[src/rtl/route_i2c_pkg.sv]
package route_i2c_pkg;
  localparam int BYTE_W = 8;
  localparam logic [5:0] DEV_ADDR_HI = 6'b100100;

  typedef enum logic [2:0] {
    ST_IDLE,
    ST_ADDR,
    ST_ADDR_ACK,
    ST_WR,
    ST_WR_ACK,
    ST_RD,
    ST_RD_ACK,
    ST_SKIP
  } bus_state_t;
endpackage

[src/rtl/bus_line_sync.sv]
module bus_line_sync #(
  parameter int STAGES = 2
) (
  input  logic clk,
  input  logic rst_n,
  input  logic scl_i,
  input  logic sda_i,
  output logic scl_s,
  output logic sda_s,
  output logic scl_rise,
  output logic scl_fall,
  output logic bus_start,
  output logic bus_stop
);
  logic [STAGES-1:0] scl_ff, sda_ff;
  logic scl_q, sda_q;

  always_ff @(posedge clk or negedge rst_n) begin
    if (!rst_n) begin
      scl_ff <= '1;
      sda_ff <= '1;
      scl_q  <= 1'b1;
      sda_q  <= 1'b1;
    end else begin
      scl_ff <= {scl_ff[STAGES-2:0], scl_i};
      sda_ff <= {sda_ff[STAGES-2:0], sda_i};
      scl_q  <= scl_ff[STAGES-1];
      sda_q  <= sda_ff[STAGES-1];
    end
  end

  assign scl_s     = scl_ff[STAGES-1];
  assign sda_s     = sda_ff[STAGES-1];
  assign scl_rise  = scl_s & ~scl_q;
  assign scl_fall  = ~scl_s & scl_q;
  assign bus_start = scl_s & scl_q & sda_q & ~sda_s;
  assign bus_stop  = scl_s & scl_q & ~sda_q & sda_s;

  // A bus condition only happens while SCL is steady high
  p_cond_scl_high_r9: assert property (@(posedge clk) disable iff (!rst_n)
    (bus_start || bus_stop) |-> $past(scl_s));
endmodule

[src/rtl/i2c_xfer_fsm.sv]
module i2c_xfer_fsm
  import route_i2c_pkg::*;
#(
  parameter int NUM_REGS = 3,
  parameter int IDX_W    = $clog2(NUM_REGS + 1)
) (
  input  logic              clk,
  input  logic              rst_n,
  input  logic              scl_s,
  input  logic              sda_s,
  input  logic              scl_rise,
  input  logic              scl_fall,
  input  logic              bus_start,
  input  logic              bus_stop,
  input  logic              addr_sel,
  input  logic [BYTE_W-1:0] stat_hi,
  input  logic [BYTE_W-1:0] stat_lo,
  output logic              sda_oe,
  output logic              wr_en,
  output logic [IDX_W-1:0]  wr_idx,
  output logic [BYTE_W-1:0] wr_data
);
  bus_state_t        state_q, state_d;
  logic [2:0]        bit_q, bit_d;
  logic              full_q, full_d;
  logic [BYTE_W-1:0] shift_q, shift_d;
  logic [BYTE_W-1:0] snap_q, snap_d;
  logic              rw_q, rw_d;
  logic [IDX_W-1:0]  idx_q, idx_d;
  logic              mack_q, mack_d;
  logic              oe_q, oe_d;

  always_comb begin
    state_d = state_q;
    bit_d   = bit_q;
    full_d  = full_q;
    shift_d = shift_q;
    snap_d  = snap_q;
    rw_d    = rw_q;
    idx_d   = idx_q;
    mack_d  = mack_q;
    oe_d    = oe_q;
    wr_en   = 1'b0;
    wr_idx  = idx_q;
    wr_data = shift_q;
    if (bus_start) begin
      state_d = ST_ADDR;
      bit_d   = 3'd0;
      full_d  = 1'b0;
      idx_d   = '0;
      oe_d    = 1'b0;
    end else if (bus_stop) begin
      state_d = ST_IDLE;
      oe_d    = 1'b0;
    end else begin
      case (state_q)
        ST_ADDR, ST_WR: begin
          if (scl_rise && !full_q) begin
            shift_d = {shift_q[BYTE_W-2:0], sda_s};
            bit_d   = bit_q + 3'd1;
            if (bit_q == 3'd7) full_d = 1'b1;
          end else if (scl_fall && full_q) begin
            full_d = 1'b0;
            if (state_q == ST_ADDR) begin
              if (shift_q[BYTE_W-1:1] == {DEV_ADDR_HI, addr_sel}) begin
                rw_d    = shift_q[0];
                oe_d    = 1'b1;
                state_d = ST_ADDR_ACK;
              end else begin
                state_d = ST_SKIP;
              end
            end else if (idx_q < IDX_W'(NUM_REGS)) begin
              wr_en   = 1'b1;
              idx_d   = idx_q + IDX_W'(1);
              oe_d    = 1'b1;
              state_d = ST_WR_ACK;
            end else begin
              state_d = ST_SKIP;
            end
          end
        end
        ST_ADDR_ACK: begin
          if (scl_fall) begin
            bit_d = 3'd0;
            if (rw_q) begin
              shift_d = stat_hi;
              snap_d  = stat_lo;
              oe_d    = ~stat_hi[BYTE_W-1];
              state_d = ST_RD;
            end else begin
              oe_d    = 1'b0;
              state_d = ST_WR;
            end
          end
        end
        ST_WR_ACK: begin
          if (scl_fall) begin
            oe_d    = 1'b0;
            state_d = ST_WR;
          end
        end
        ST_RD: begin
          if (scl_fall) begin
            if (bit_q == 3'd7) begin
              oe_d    = 1'b0;
              mack_d  = 1'b0;
              state_d = ST_RD_ACK;
            end else begin
              shift_d = {shift_q[BYTE_W-2:0], 1'b0};
              oe_d    = ~shift_q[BYTE_W-2];
              bit_d   = bit_q + 3'd1;
            end
          end
        end
        ST_RD_ACK: begin
          if (scl_rise) begin
            mack_d = ~sda_s;
          end else if (scl_fall) begin
            if (mack_q && idx_q == '0) begin
              shift_d = snap_q;
              oe_d    = ~snap_q[BYTE_W-1];
              bit_d   = 3'd0;
              idx_d   = IDX_W'(1);
              state_d = ST_RD;
            end else begin
              state_d = ST_SKIP;
            end
          end
        end
        default: ;
      endcase
    end
  end

  always_ff @(posedge clk or negedge rst_n) begin
    if (!rst_n) begin
      state_q <= ST_IDLE;
      bit_q   <= 3'd0;
      full_q  <= 1'b0;
      shift_q <= '0;
      snap_q  <= '0;
      rw_q    <= 1'b0;
      idx_q   <= '0;
      mack_q  <= 1'b0;
      oe_q    <= 1'b0;
    end else begin
      state_q <= state_d;
      bit_q   <= bit_d;
      full_q  <= full_d;
      shift_q <= shift_d;
      snap_q  <= snap_d;
      rw_q    <= rw_d;
      idx_q   <= idx_d;
      mack_q  <= mack_d;
      oe_q    <= oe_d;
    end
  end

  assign sda_oe = oe_q;

  // Slave starts pulling SDA only just after SCL went low
  p_drive_on_low_r4: assert property (@(posedge clk) disable iff (!rst_n)
    $rose(oe_q) |-> !$past(scl_s));
  // Idle and skip states never hold the line
  p_idle_released_r9: assert property (@(posedge clk) disable iff (!rst_n)
    (state_q == ST_IDLE || state_q == ST_SKIP) |-> !oe_q);
  // No write past the last register
  p_wr_bounded_r3: assert property (@(posedge clk) disable iff (!rst_n)
    wr_en |-> (wr_idx < IDX_W'(NUM_REGS)));
  // STOP leaves the slave idle and released
  p_stop_idle_r9: assert property (@(posedge clk) disable iff (!rst_n)
    bus_stop |=> (state_q == ST_IDLE && !oe_q));
  // START restarts address decoding from bit zero
  p_start_restart_r7: assert property (@(posedge clk) disable iff (!rst_n)
    bus_start |=> (state_q == ST_ADDR && bit_q == 3'd0 && !oe_q));
endmodule

[src/rtl/ctrl_regbank.sv]
module ctrl_regbank
  import route_i2c_pkg::*;
#(
  parameter int NUM_REGS = 3,
  parameter int IDX_W    = $clog2(NUM_REGS + 1)
) (
  input  logic                             clk,
  input  logic                             rst_n,
  input  logic                             wr_en,
  input  logic [IDX_W-1:0]                 wr_idx,
  input  logic [BYTE_W-1:0]                wr_data,
  output logic [NUM_REGS-1:0][BYTE_W-1:0]  regs_o
);
  for (genvar g = 0; g < NUM_REGS; g++) begin : g_reg
    logic sel;
    assign sel = wr_en && (wr_idx == IDX_W'(g));

    always_ff @(posedge clk or negedge rst_n) begin
      if (!rst_n) begin
        regs_o[g] <= '0;
      end else if (sel) begin
        regs_o[g] <= wr_data;
      end
    end

    // Register contents only move on a write strobe
    p_reg_hold_r2: assert property (@(posedge clk) disable iff (!rst_n)
      !wr_en |=> $stable(regs_o[g]));
  end
endmodule

[src/rtl/route_i2c_slave.sv]
module route_i2c_slave
  import route_i2c_pkg::*;
#(
  parameter int SYNC_STAGES = 2
) (
  input  logic       clk,
  input  logic       rst_n,
  input  logic       scl_i,
  input  logic       sda_i,
  input  logic       addr_sel,
  input  logic [3:0] det_grounded,
  input  logic [7:0] det_aspect,
  output logic       sda_oe,
  output logic [7:0] cfg_route1,
  output logic [7:0] cfg_route2,
  output logic [7:0] cfg_route3
);
  localparam int NUM_REGS = 3;
  localparam int IDX_W    = $clog2(NUM_REGS + 1);

  logic scl_s, sda_s, scl_rise, scl_fall, bus_start, bus_stop;
  logic              wr_en;
  logic [IDX_W-1:0]  wr_idx;
  logic [BYTE_W-1:0] wr_data;
  logic [NUM_REGS-1:0][BYTE_W-1:0] regs;
  logic [BYTE_W-1:0] stat_hi, stat_lo;

  assign stat_hi = {det_grounded, 4'b0000};
  assign stat_lo = det_aspect;

  bus_line_sync #(.STAGES(SYNC_STAGES)) u_sync (
    .clk(clk), .rst_n(rst_n), .scl_i(scl_i), .sda_i(sda_i),
    .scl_s(scl_s), .sda_s(sda_s), .scl_rise(scl_rise), .scl_fall(scl_fall),
    .bus_start(bus_start), .bus_stop(bus_stop)
  );

  i2c_xfer_fsm #(.NUM_REGS(NUM_REGS), .IDX_W(IDX_W)) u_fsm (
    .clk(clk), .rst_n(rst_n), .scl_s(scl_s), .sda_s(sda_s),
    .scl_rise(scl_rise), .scl_fall(scl_fall),
    .bus_start(bus_start), .bus_stop(bus_stop), .addr_sel(addr_sel),
    .stat_hi(stat_hi), .stat_lo(stat_lo), .sda_oe(sda_oe),
    .wr_en(wr_en), .wr_idx(wr_idx), .wr_data(wr_data)
  );

  ctrl_regbank #(.NUM_REGS(NUM_REGS), .IDX_W(IDX_W)) u_regs (
    .clk(clk), .rst_n(rst_n), .wr_en(wr_en), .wr_idx(wr_idx),
    .wr_data(wr_data), .regs_o(regs)
  );

  assign cfg_route1 = regs[0];
  assign cfg_route2 = regs[1];
  assign cfg_route3 = regs[2];
endmodule

[config.mk]
export PLATFORM = sky130hd
export DESIGN_NAME = route_i2c_slave
export DESIGN_NICKNAME = d
export VERILOG_FILES = /design/src/rtl/route_i2c_pkg.sv /design/src/rtl/bus_line_sync.sv /design/src/rtl/i2c_xfer_fsm.sv /design/src/rtl/ctrl_regbank.sv /design/src/rtl/route_i2c_slave.sv
export SDC_FILE = /design/constraint.sdc
export NUM_CORES = 1
export LEC_CHECK = 0
export BUFFER_PORTS_ARGS = -buffer_cell sky130_fd_sc_hd__buf_2
export CORE_MARGIN = 4
export CORE_UTILIZATION = 50
export CTS_BUF_LIST = sky130_fd_sc_hd__clkbuf_8
export DETAILED_ROUTE_END_ITERATION = 10
export PLACE_DENSITY = 0.8
export SYNTH_ARGS = -nofsm -noshare
export SYNTH_HDL_FRONTEND = slang
export SYNTH_SLANG_ARGS = --single-unit
[constraint.sdc]
create_clock -name clk -period 2.5 [get_ports clk]
set_clock_uncertainty 0.05 [all_clocks]
set_input_delay 0.25 -clock clk [delete_from_list [all_inputs] [get_ports clk]]
set_output_delay 0.25 -clock clk [all_outputs]
set_load 0.02 [all_outputs]
==> impl_results.md <==
* Final #Nets at between 300 and 400
* Vias in the first global route at 2056
* Leakage Power at 1.65 nW
* Clock Latency Late Sink at around 0.33 ns
* Core Box Area at 5470 sq um
* DRT iter0 DRCs at between 80 and 90
* Synthesis-stage register bit count at 58
* DR DRC count at 0
* Root Driver: clkbuf_8
* Ratio of final minimum period to clock period at 0.841
* Max Freq at around 480 MHz
* DR pass1 iterations at 4
* Sequential area share after synthesis at 0.520
* Hold_ws at between 0.09 and 0.1 ns
* GPL Wtd Cong at about 0.97
* Power per standard cell area at 701 nW/um^2
* Yosys warnings at 0
* Average routed wire per standard cell at 15.8 microns
* Crit. End Element: register
* Fillcell total at 447
* H-tree Lvls at 3
* Largest net degree at the start of global routing at between 50 and 60
* Setup TNS at 0 ns
* Worst R2R Setup Slack at between 0.3 and 0.4 ns
* Main synth FF type: dfrtp_1
* IO Count at 42
* Max-slew violations at 0
* Power, Total at between 2 and 2.5 mW
* Max FO, Critical Path at 16
* Antenna-violating nets left at 0
* Final wirelength at 5690 microns
* Most common cell in the netlist: dfrtp_1
* Clk sinks at 58
* Post-Syn Area at between 2000 and 3000 sq um
* Outcome: finished, final reports clean
* Crit start category: register
* Synth area leaders: dfrtp_1 (46%), mux2_1 (10%), dfstp_2 (5.6%), mux2_4 (4.3%), mux2_2 (3.6%)
* CTS Buf Count at 9
* Overall Global Routing Usage at 0.182
* Worst EP arrival at between 2 and 2.5 ns
* Worst-Margin Slew at 0.459 ns
* Cells after synthesis at 230
* Std-Cell Rows at 27
* I/O Buffers at 41
* Leading area contributor after synthesis: dfrtp_1
* Multi-input gate area at approximately 1300 sq um
* Register area at around 1500 sq um
* Critical path class: register to register
* CTS tree: done
* Synth top area share at 0.464
* Average size of a mapped cell at 12.2 sq um
* Die Wd at between 80 and 90 microns
* Die area at roughly 7000 sq um
* Initial antenna violation count at 0
* Vias/cell at 5.44
* Grt ovf at 0
* Post-synth cell types at 50
* Max cap viols at 0
* Final hold violation count at 0
* Post-synth EDFFs at 0
* Fin crit period at between 2 and 2.5 ns
* Clock Pin Slew Worst Setup and Hold Paths at about 0.070 ns
* Via count at 1959
* Global-route wire length before repair at 10000 microns
* P&R area growth vs syn at 18.5%
* Setup violators final at 0
* Share of cells above drive strength 1 at 0.326
* Synth top cells by count: dfrtp_1 (52), mux2_1 (25), nand2_1 (16)
* Max-slew headroom at 0.694
* Worst vdd ir at 0.434 mV
* Diodes inserted at 0
* Max clock buf depth at 2
* Post-Place Cells at approximately 340
* RSZ-0062 raised after global routing: false
* Starting Density at 0.513
* Min-Delay Path Class: input port to register
* Cell Count, Final, Fillers Out at 360
* Die H at 82.9 microns
* Post-synth ARST share at 1.00
* Post-synthesis net count at 253
* Post-DP HPWL at roughly 4100 microns
* Req. time, crit path at 2.66 ns
-- logic make-up after synthesis --
logic type | count (synthesis) | synth area share
simple gates | 64 | 0.129
flops | 58 | 0.520
mux | 49 | 0.204
compound gates | 38 | 0.0923
buf+inv | 13 | 0.0210
fa+ha+maj | 6 | 0.0268
xor+xnor | 2 | 0.00625
-- path summary, 6_finish.rpt --
kind,from,depth (start not counted),endpoint
max reg2reg,u_fsm.state_q[0]$_DFFE_PN0P_,5,u_fsm.wr_data[1]$_DFFE_PN0P_
max in group asynchronous,rst_n,3,u_sync.sda_ff[1]$_DFF_PN1_
min in group asynchronous,rst_n,3,u_regs.regs_o[12]$_DFFE_PN0P_
max,u_fsm.state_q[0]$_DFFE_PN0P_,5,u_fsm.wr_data[1]$_DFFE_PN0P_
min,det_aspect[4],2,u_fsm.snap_q[4]$_DFFE_PN0P_
min reg2reg,u_sync.sda_ff[0]$_DFF_PN1_,0,u_sync.sda_ff[1]$_DFF_PN1_
-- metal layers --
| metal | GRT usage | up-vias | share of wire |
|---|---|---|---|
| li1 | - | 935 | - |
| met1 | 0.240 | 963 | 0.46 |
| met2 | 0.281 | 55 | 0.47 |
| met3 | 0.0437 | 6 | 0.053 |
| met4 | 0.0906 | 0 | 0.010 |
| met5 | 0 | - | 0 |
-- placed cells by master (no fill, tap or decap), types with 7 or more instances in the layout --
cell type | Yosys | final
clkbuf_8 | 0 | 10
mux2_2 | 9 | 9
buf_2 | 5 | 41
nor2b_1 | 7 | 7
mux2_4 | 8 | 8
mux2_1 | 25 | 25
mux2i_1 | 7 | 7
dfrtp_1 | 52 | 52
o21ai_0 | 8 | 8
nand2_1 | 16 | 16
nor2_1 | 10 | 10
-- registers in the layout, summed over array words and instances (netlist names), 2 cells and up --
register,flops
u_fsm.bit_q,3
u_fsm.snap_q,8
u_fsm.state_q,3
u_fsm.wr_data,8
u_fsm.wr_idx,2
u_regs.regs_o,24
u_sync.scl_ff,2
u_sync.sda_ff,2
-- critical path, stage by stage, from the launching register on --
cell	delay [ns]
dfrtp_1	0.62
nand2b_1	0.35
o21ai_2	0.09
a221o_1	0.36
nand3_4	0.19
mux2_4	0.32
-- stage by stage --
| stage | setup WS [ns] | instance area, sq um | utilization |
|---|---|---|---|
| floorplan | 0.692 | 2810 | - |
| global placement | 0.463 | 3110 | 0.569 |
| detailed placement | 0.408 | 3110 | 0.569 |
| CTS | 0.401 | 3320 | 0.607 |
| global route | 0.302 | 3320 | 0.607 |
| finish | 0.397 | 3320 | 0.607 |
-- final cells by class --
cell class                      count  share of cell area
Clock inverter                      6              0.0128
Tap cell                           72              0.0271
Inverter                            6             0.00677
Sequential cell                    58               0.439
Timing Repair Buffer               49              0.0858
Multi-Input combinational cell    159               0.387
Clock buffer                       10              0.0414
-- power by group --
part,total [mW],switching [mW],internal (mW)
registers,1.19,0.155,1.03
logic,0.381,0.155,0.226
clock network,0.760,0.375,0.385
-- repair_timing --
action | 4_1_cts | 5_1_grt
setup buffers | 0 | 0
gates resized for setup | 0 | 0
hold endpoints to repair | 54 | 0
hold buffers | 3 | 0
No activity file was read; power rests on OpenSTA's default activity.
